File: src/rtl/wdg_pkg.sv
package wdg_pkg;

  localparam logic [15:0] CMD_REFRESH = 16'hAAAA;
  localparam logic [15:0] CMD_START   = 16'hCCCC;
  localparam logic [15:0] CMD_OPEN    = 16'h5555;

  // register slot selected by address bits [3:2]
  typedef enum logic [1:0] {
    SLOT_CMD  = 2'd0,
    SLOT_DIV  = 2'd1,
    SLOT_PER  = 2'd2,
    SLOT_STAT = 2'd3
  } reg_slot_e;

  typedef struct packed {
    logic start;
    logic refresh;
  } cmd_evt_t;

endpackage

File: src/rtl/wdg_update_slot.sv
module wdg_update_slot #(
  parameter int             W          = 12,
  parameter logic [W-1:0]   RST_VAL    = '0,
  parameter int             SYNC_TICKS = 5
) (
  input  logic         clk_i,
  input  logic         rst_ni,
  input  logic         tick_i,
  input  logic         wr_i,
  input  logic [W-1:0] wr_val_i,
  output logic [W-1:0] shadow_o,
  output logic [W-1:0] active_o,
  output logic         pending_o
);

  localparam int SC_W = $clog2(SYNC_TICKS + 1);

  logic [W-1:0]    shadow_q, shadow_d;
  logic [W-1:0]    active_q, active_d;
  logic [SC_W-1:0] scnt_q, scnt_d;
  logic            pend_q, pend_d;

  always_comb begin
    shadow_d = shadow_q;
    active_d = active_q;
    scnt_d   = scnt_q;
    pend_d   = pend_q;
    if (wr_i) begin
      shadow_d = wr_val_i;
      scnt_d   = SC_W'(SYNC_TICKS);
      pend_d   = 1'b1;
    end else if (pend_q && tick_i) begin
      if (scnt_q == SC_W'(1)) begin
        active_d = shadow_q;
        pend_d   = 1'b0;
        scnt_d   = '0;
      end else begin
        scnt_d = scnt_q - SC_W'(1);
      end
    end
  end

  always_ff @(posedge clk_i or negedge rst_ni) begin
    if (!rst_ni) begin
      shadow_q <= RST_VAL;
      active_q <= RST_VAL;
      scnt_q   <= '0;
      pend_q   <= 1'b0;
    end else begin
      shadow_q <= shadow_d;
      active_q <= active_d;
      scnt_q   <= scnt_d;
      pend_q   <= pend_d;
    end
  end

  assign shadow_o  = shadow_q;
  assign active_o  = active_q;
  assign pending_o = pend_q;

  assert_pend_hold_R4: assert property (@(posedge clk_i) disable iff (!rst_ni)
    (pend_q && !tick_i && !wr_i) |=> (pend_q && $stable(active_q)));

  assert_apply_on_clear_R4: assert property (@(posedge clk_i) disable iff (!rst_ni)
    !$stable(active_q) |-> $fell(pend_q));

endmodule

File: src/rtl/wdg_regfile.sv
module wdg_regfile
  import wdg_pkg::*;
#(
  parameter int ADDR_W     = 4,
  parameter int DATA_W     = 32,
  parameter int CNT_W      = 12,
  parameter int CODE_W     = 3,
  parameter int SYNC_TICKS = 5
) (
  input  logic              clk_i,
  input  logic              rst_ni,
  input  logic              tick_i,
  input  logic              valid_i,
  input  logic              write_i,
  input  logic [ADDR_W-1:0] addr_i,
  input  logic [DATA_W-1:0] wdata_i,
  output logic [DATA_W-1:0] rdata_o,
  output logic [CODE_W-1:0] div_code_o,
  output logic [CNT_W-1:0]  period_o,
  output cmd_evt_t          evt_o
);

  logic            in_range;
  reg_slot_e       slot;
  logic            wr_en, rd_en;
  logic            cmd_wr;
  logic [15:0]     cmd_val;
  logic            open_q, open_d;
  logic            div_wr, per_wr;
  logic            div_try, per_try;
  logic [CODE_W-1:0] div_shadow;
  logic [CNT_W-1:0]  per_shadow;
  logic            div_pend, per_pend;

  assign in_range = ((addr_i >> 4) == '0);
  assign slot     = reg_slot_e'(addr_i[3:2]);
  assign wr_en    = valid_i && write_i && in_range;
  assign rd_en    = valid_i && !write_i && in_range;
  assign cmd_wr   = wr_en && (slot == SLOT_CMD);
  assign cmd_val  = wdata_i[15:0];

  assign div_try  = wr_en && (slot == SLOT_DIV);
  assign per_try  = wr_en && (slot == SLOT_PER);
  assign div_wr   = div_try && open_q;
  assign per_wr   = per_try && open_q;

  always_comb begin
    open_d = open_q;
    if (cmd_wr) open_d = (cmd_val == CMD_OPEN);
  end

  always_ff @(posedge clk_i or negedge rst_ni) begin
    if (!rst_ni) open_q <= 1'b0;
    else         open_q <= open_d;
  end

  assign evt_o.start   = cmd_wr && (cmd_val == CMD_START);
  assign evt_o.refresh = cmd_wr && (cmd_val == CMD_REFRESH);

  wdg_update_slot #(
    .W(CODE_W), .RST_VAL({CODE_W{1'b0}}), .SYNC_TICKS(SYNC_TICKS)
  ) u_div_slot (
    .clk_i(clk_i), .rst_ni(rst_ni), .tick_i(tick_i),
    .wr_i(div_wr), .wr_val_i(wdata_i[CODE_W-1:0]),
    .shadow_o(div_shadow), .active_o(div_code_o), .pending_o(div_pend)
  );

  wdg_update_slot #(
    .W(CNT_W), .RST_VAL({CNT_W{1'b1}}), .SYNC_TICKS(SYNC_TICKS)
  ) u_per_slot (
    .clk_i(clk_i), .rst_ni(rst_ni), .tick_i(tick_i),
    .wr_i(per_wr), .wr_val_i(wdata_i[CNT_W-1:0]),
    .shadow_o(per_shadow), .active_o(period_o), .pending_o(per_pend)
  );

  always_comb begin
    rdata_o = '0;
    if (rd_en) begin
      case (slot)
        SLOT_DIV:  rdata_o = DATA_W'(div_shadow);
        SLOT_PER:  rdata_o = DATA_W'(per_shadow);
        SLOT_STAT: rdata_o = DATA_W'({per_pend, div_pend});
        default:   rdata_o = '0;
      endcase
    end
  end

  assert_locked_div_R3: assert property (@(posedge clk_i) disable iff (!rst_ni)
    (div_try && !open_q) |=> $stable(div_shadow));

  assert_locked_per_R3: assert property (@(posedge clk_i) disable iff (!rst_ni)
    (per_try && !open_q) |=> $stable(per_shadow));

  assert_open_by_key_R2: assert property (@(posedge clk_i) disable iff (!rst_ni)
    $rose(open_q) |-> $past(cmd_wr && (cmd_val == CMD_OPEN)));

endmodule

File: src/rtl/wdg_prescaler.sv
module wdg_prescaler #(
  parameter int CODE_W    = 3,
  parameter int BASE_LOG2 = 2,
  parameter int MAX_SHIFT = 6
) (
  input  logic              clk_i,
  input  logic              rst_ni,
  input  logic              tick_i,
  input  logic              restart_i,
  input  logic [CODE_W-1:0] code_i,
  output logic              step_o
);

  localparam int DIV_W = BASE_LOG2 + MAX_SHIFT;

  logic [DIV_W-1:0] pcnt_q, pcnt_d;
  logic [CODE_W-1:0] shift_c;
  logic [DIV_W:0]   one_hot;
  logic [DIV_W:0]   lim_full;
  logic [DIV_W-1:0] lim;
  logic             step;

  always_comb begin
    shift_c  = (int'(code_i) > MAX_SHIFT) ? CODE_W'(MAX_SHIFT) : code_i;
    one_hot  = (DIV_W+1)'(1) << (int'(shift_c) + BASE_LOG2);
    lim_full = one_hot - (DIV_W+1)'(1);
    lim      = lim_full[DIV_W-1:0];
  end

  assign step = tick_i && (pcnt_q >= lim);

  always_comb begin
    pcnt_d = pcnt_q;
    if (restart_i)   pcnt_d = '0;
    else if (step)   pcnt_d = '0;
    else if (tick_i) pcnt_d = pcnt_q + DIV_W'(1);
  end

  always_ff @(posedge clk_i or negedge rst_ni) begin
    if (!rst_ni) pcnt_q <= '0;
    else         pcnt_q <= pcnt_d;
  end

  assign step_o = step;

  assert_step_spacing_R6: assert property (@(posedge clk_i) disable iff (!rst_ni)
    step_o |=> !step_o);

  assert_step_needs_tick_R10: assert property (@(posedge clk_i) disable iff (!rst_ni)
    !tick_i |=> $stable(pcnt_q) || $past(restart_i));

endmodule

File: src/rtl/wdg_countdown.sv
module wdg_countdown
  import wdg_pkg::*;
#(
  parameter int CNT_W = 12
) (
  input  logic             clk_i,
  input  logic             rst_ni,
  input  cmd_evt_t         evt_i,
  input  logic             step_i,
  input  logic [CNT_W-1:0] period_i,
  output logic             restart_o,
  output logic             req_o
);

  logic [CNT_W-1:0] cnt_q, cnt_d;
  logic             run_q, run_d;
  logic             req_q, req_d;
  logic             load;

  assign load      = evt_i.refresh || (evt_i.start && !run_q);
  assign restart_o = load;

  always_comb begin
    run_d = run_q || evt_i.start;
    cnt_d = cnt_q;
    req_d = 1'b0;
    if (load) begin
      cnt_d = period_i;
    end else if (run_q && step_i) begin
      if (cnt_q == '0) begin
        cnt_d = period_i;
        req_d = 1'b1;
      end else begin
        cnt_d = cnt_q - CNT_W'(1);
      end
    end
  end

  always_ff @(posedge clk_i or negedge rst_ni) begin
    if (!rst_ni) begin
      cnt_q <= '1;
      run_q <= 1'b0;
      req_q <= 1'b0;
    end else begin
      cnt_q <= cnt_d;
      run_q <= run_d;
      req_q <= req_d;
    end
  end

  assign req_o = req_q;

  assert_no_stop_R5: assert property (@(posedge clk_i) disable iff (!rst_ni)
    run_q |=> run_q);

  assert_pulse_width_R8: assert property (@(posedge clk_i) disable iff (!rst_ni)
    req_q |=> !req_q);

  assert_req_needs_run_R1: assert property (@(posedge clk_i) disable iff (!rst_ni)
    req_q |-> run_q);

endmodule

File: src/rtl/key_watchdog.sv
module key_watchdog
  import wdg_pkg::*;
#(
  parameter int ADDR_W     = 4,
  parameter int DATA_W     = 32,
  parameter int CNT_W      = 12,
  parameter int CODE_W     = 3,
  parameter int BASE_LOG2  = 2,
  parameter int MAX_SHIFT  = 6,
  parameter int SYNC_TICKS = 5
) (
  input  logic              clk_i,
  input  logic              rst_ni,
  input  logic              wdg_tick_i,
  input  logic              bus_valid_i,
  input  logic              bus_write_i,
  input  logic [ADDR_W-1:0] bus_addr_i,
  input  logic [DATA_W-1:0] bus_wdata_i,
  output logic [DATA_W-1:0] bus_rdata_o,
  output logic              wdg_reset_req_o
);

  logic [1:0]        rst_sync_q;
  logic              rst_n;
  logic [CODE_W-1:0] div_code;
  logic [CNT_W-1:0]  period;
  cmd_evt_t          evt;
  logic              step;
  logic              restart;

  // asynchronous assertion, synchronous release
  always_ff @(posedge clk_i or negedge rst_ni) begin
    if (!rst_ni) rst_sync_q <= 2'b00;
    else         rst_sync_q <= {rst_sync_q[0], 1'b1};
  end
  assign rst_n = rst_sync_q[1];

  wdg_regfile #(
    .ADDR_W(ADDR_W), .DATA_W(DATA_W), .CNT_W(CNT_W),
    .CODE_W(CODE_W), .SYNC_TICKS(SYNC_TICKS)
  ) u_regs (
    .clk_i(clk_i), .rst_ni(rst_n), .tick_i(wdg_tick_i),
    .valid_i(bus_valid_i), .write_i(bus_write_i),
    .addr_i(bus_addr_i), .wdata_i(bus_wdata_i), .rdata_o(bus_rdata_o),
    .div_code_o(div_code), .period_o(period), .evt_o(evt)
  );

  wdg_prescaler #(
    .CODE_W(CODE_W), .BASE_LOG2(BASE_LOG2), .MAX_SHIFT(MAX_SHIFT)
  ) u_div (
    .clk_i(clk_i), .rst_ni(rst_n), .tick_i(wdg_tick_i),
    .restart_i(restart), .code_i(div_code), .step_o(step)
  );

  wdg_countdown #(
    .CNT_W(CNT_W)
  ) u_cnt (
    .clk_i(clk_i), .rst_ni(rst_n), .evt_i(evt), .step_i(step),
    .period_i(period), .restart_o(restart), .req_o(wdg_reset_req_o)
  );

endmodule

File: config.mk
export PLATFORM = sky130hd
export DESIGN_NAME = key_watchdog
export DESIGN_NICKNAME = d
export VERILOG_FILES = /design/src/rtl/wdg_pkg.sv /design/src/rtl/wdg_update_slot.sv /design/src/rtl/wdg_regfile.sv /design/src/rtl/wdg_prescaler.sv /design/src/rtl/wdg_countdown.sv /design/src/rtl/key_watchdog.sv
export SDC_FILE = /design/constraint.sdc
export NUM_CORES = 1
export LEC_CHECK = 0
export BUFFER_PORTS_ARGS = -buffer_cell sky130_fd_sc_hd__buf_2
export CORE_UTILIZATION = 45
export DETAILED_ROUTE_END_ITERATION = 12
export GPL_TIMING_DRIVEN = 0
export PLACE_DENSITY = 0.67
export SYNTH_ARGS = -nofsm -noshare
export SYNTH_HDL_FRONTEND = slang
export SYNTH_SLANG_ARGS = --single-unit
File: constraint.sdc
create_clock -name clk_i -period 5.3 [get_ports clk_i]
set_input_delay 0.53 -clock clk_i [delete_from_list [all_inputs] [get_ports clk_i]]
set_output_delay 0.53 -clock clk_i [all_outputs]
set_load 0.005 [all_outputs]
==> run metrics <==
Num CTS Buffers=9; share of cells above drive strength 1=0.357; Via Count=2926; Hold Crit Class=reg2async; 1st-pass router iterations=4; Leak=1.97 nW; post-synth top area share=0.249; Crit Path Max Fanout=10; async set-reset flop share out of synthesis=1.00; Routed wire per std cell=14.9 um; Area Overhead vs Synth=15.9%; Post-DRT Antenna Nets=0; largest net degree at the start of global routing=33; number of synthesized flops with an enable pin=0; Iter 0 DRT Violations=155; Clk Tree Root Cell=clkbuf_8; filler instances=745; number of synthesized register bits=63; overall power=1.56 mW; slew margin rel.=0.386; R2R depth=12; height of the chip=94.0 um; ys flop type=dfstp_2; CP Class=reg2reg; total I/O pin count=74; core region area=between 8000 and 9000 sq um; max incr delay on CP=0.43 ns; drt total wl=8060 um; post-cts resize count=0; clock sink total=63; htree depth=3; Die Width=around 94 um; Critical Path RT=5.57 ns; Fin. Hold Viols=0; Worst setup SP type=flop; skew final=0.00961 ns; placed cell count=525; cells after synthesis=between 300 and 400; worst slack at placement=2.28 ns; mapped cell area=3800 sq um; synth warn=0; cell row count=33; CP dominant cell by count=ha_1; RSZ-0062 raised after global routing=false; # diodes=0; CTS tree=done; CTS max path bufs=2; global-route usage over all layers=0.193; Setup crit end kind=flop; setup bufs post-CTS=0; final setup vio count=0; commonest non-fill, non-tap cell in the layout=buf_2; drt via density=5.40; CP arrival=roughly 3.3 ns; Nets=491; DP HPWL=5960 um; Post-CTS Hold Fix Bufs=1; post-synth cell types=63; first-pass GRT wire length=13000 um; Final Max Slew Viols=0; vias in the first global route=2582; TNS Setup=0 ns; full die area=8830 sq um; Period minus WS final=3.06 ns; Area contributors post-synth=dfstp_2 (25%), dfrtp_1 (18%), mux2_2 (8.3%); Seq/Total Area, Yosys=0.426; dominant cell type by area after synthesis=dfstp_2; Final Wtd Congestion=0.875; fin cells=542; Max IR drop VDD=0.197 mV; clock-pin slew on the worst setup and hold paths=0.08 ns; commonest non-fill, non-tap cells in the layout=buf_2 (38), dfstp_2 (36), mux2_2 (28); Clk Latency, worst-skew pair=0.35 ns; Slew @ Worst Pin=0.919 ns; antenna violations before repair=0; syn_area_per_cell=10.4 sq um; CP Cell Sequence=inv_1 -> ha_1 -> nor3b_1 -> xnor2_1 -> nor2_1 -> ha_1 -> nand2_1 -> o21ai_1 -> clkbuf_1 -> o221ai_1 -> o2bb2ai_1 -> a2bb2oi_1; status=completed; Starting Density=0.463; CP max-delay cell=clkbuf_1; GRT overflow=0; max frequency=327 MHz; final period utilization=0.577; # Max-Cap Violations=0; pwr dens=355 nW/um^2; Port Buffers=35; final setup margin=about 2.2 ns; r2r setup slk=2.24 ns; DRC=0
[synthesized netlist by cell type, types with 11 or more instances]
master / instances
a21oi_1: 16
and2_1: 11
buf_4: 21
dfrtp_1: 27
dfstp_2: 36
ha_1: 18
inv_1: 16
mux2_2: 28
nand2_1: 27
nand3_1: 12
nor2_1: 22
[metrics by stage]
stage               instance area (sq um)  utilization  hold slack [ns]
floorplan                            3880            -            0.234
global placement                     4180        0.509            0.314
detailed placement                   4200        0.512            0.316
CTS                                  4410        0.536            0.365
global route                         4410        0.536            0.375
finish                               4410        0.536            0.333
[cells by family (layout without fill, tap and decap cells)]
group                      after synthesis  after routing  share of synthesized area
AOI/OAI and AO/OA                       81             81                      0.161
buffers and inverters                   46             99                     0.0671
and+or+nand+nor                        123            123                      0.192
muxes                                   30             30                     0.0881
other                                    2             21                    0.00197
xor gates and xnor gates                 2              2                    0.00460
adders and majority gates               18             18                     0.0592
DFF                                     63             63                      0.426
[per-layer routing]
| metal | routed length, um | share of wire | global-route usage |
|---|---|---|---|
| met5 | 0 | 0 | 0 |
| met4 | 94 | 0.012 | 0.0731 |
| met3 | 386 | 0.048 | 0.0485 |
| met2 | 3620 | 0.45 | 0.285 |
| met1 | 3960 | 0.49 | 0.270 |
[power by group]
part           total, mW  switching, mW  leakage (nW)  internal, mW
sequential         0.739          0.105         0.716         0.634
combinational      0.403          0.199          1.15         0.204
clock              0.423          0.205         0.104         0.218
[flip-flops by register name, summed over array words and instances (netlist names)]
register	cells
rst_sync_q	2
u_cnt.cnt_q	12
u_cnt.req_o	1
u_cnt.run_q	1
u_div.pcnt_q	8
u_regs.open_q	1
u_regs.u_div_slot.active_o	3
u_regs.u_div_slot.pending_o	1
u_regs.u_div_slot.scnt_q	3
u_regs.u_div_slot.shadow_o	3
u_regs.u_per_slot.active_o	12
u_regs.u_per_slot.pending_o	1
u_regs.u_per_slot.scnt_q	3
u_regs.u_per_slot.shadow_o	12
[path summary, 6_finish.rpt]
path | startpoint | endpoint
max | u_regs.u_div_slot.active_o[1]$_DFFE_PN0P_ | u_cnt.cnt_q[5]$_DFFE_PN1P_
min | rst_sync_q[1]$_DFF_PN0_ | u_div.pcnt_q[1]$_DFFE_PN0P_
max reg2reg | u_regs.u_div_slot.active_o[1]$_DFFE_PN0P_ | u_cnt.cnt_q[5]$_DFFE_PN1P_
min reg2reg | rst_sync_q[1]$_DFF_PN0_ | u_div.pcnt_q[1]$_DFFE_PN0P_
max in group asynchronous | rst_sync_q[1]$_DFF_PN0_ | u_cnt.cnt_q[2]$_DFFE_PN1P_
min in group clk_i | rst_sync_q[0]$_DFF_PN0_ | rst_sync_q[1]$_DFF_PN0_
[critical path, delay by kind of cell, from the launching register on]
kind | cells | cell delay (ns)
buf+inv | 2 | 0.55
flops | 1 | 0.40
compound gates | 4 | 0.89
xor+xnor | 1 | 0.16
fa+ha+maj | 2 | 0.61
simple gates | 3 | 0.38
[layout make-up]
type / instances / area [sq um] / share of cell area
Buffer: 30 / 195 / 0.0443
Clock buffer: 9 / 124 / 0.0281
Clock inverter: 7 / 70.1 / 0.0159
Tap cell: 105 / 131 / 0.0298
Multi-Input combinational cell: 275 / 2000 / 0.454
Timing Repair Buffer: 37 / 205 / 0.0466
Inverter: 16 / 60.1 / 0.0136
Sequential cell: 63 / 1620 / 0.368
(Power assumes the default switching activity.)
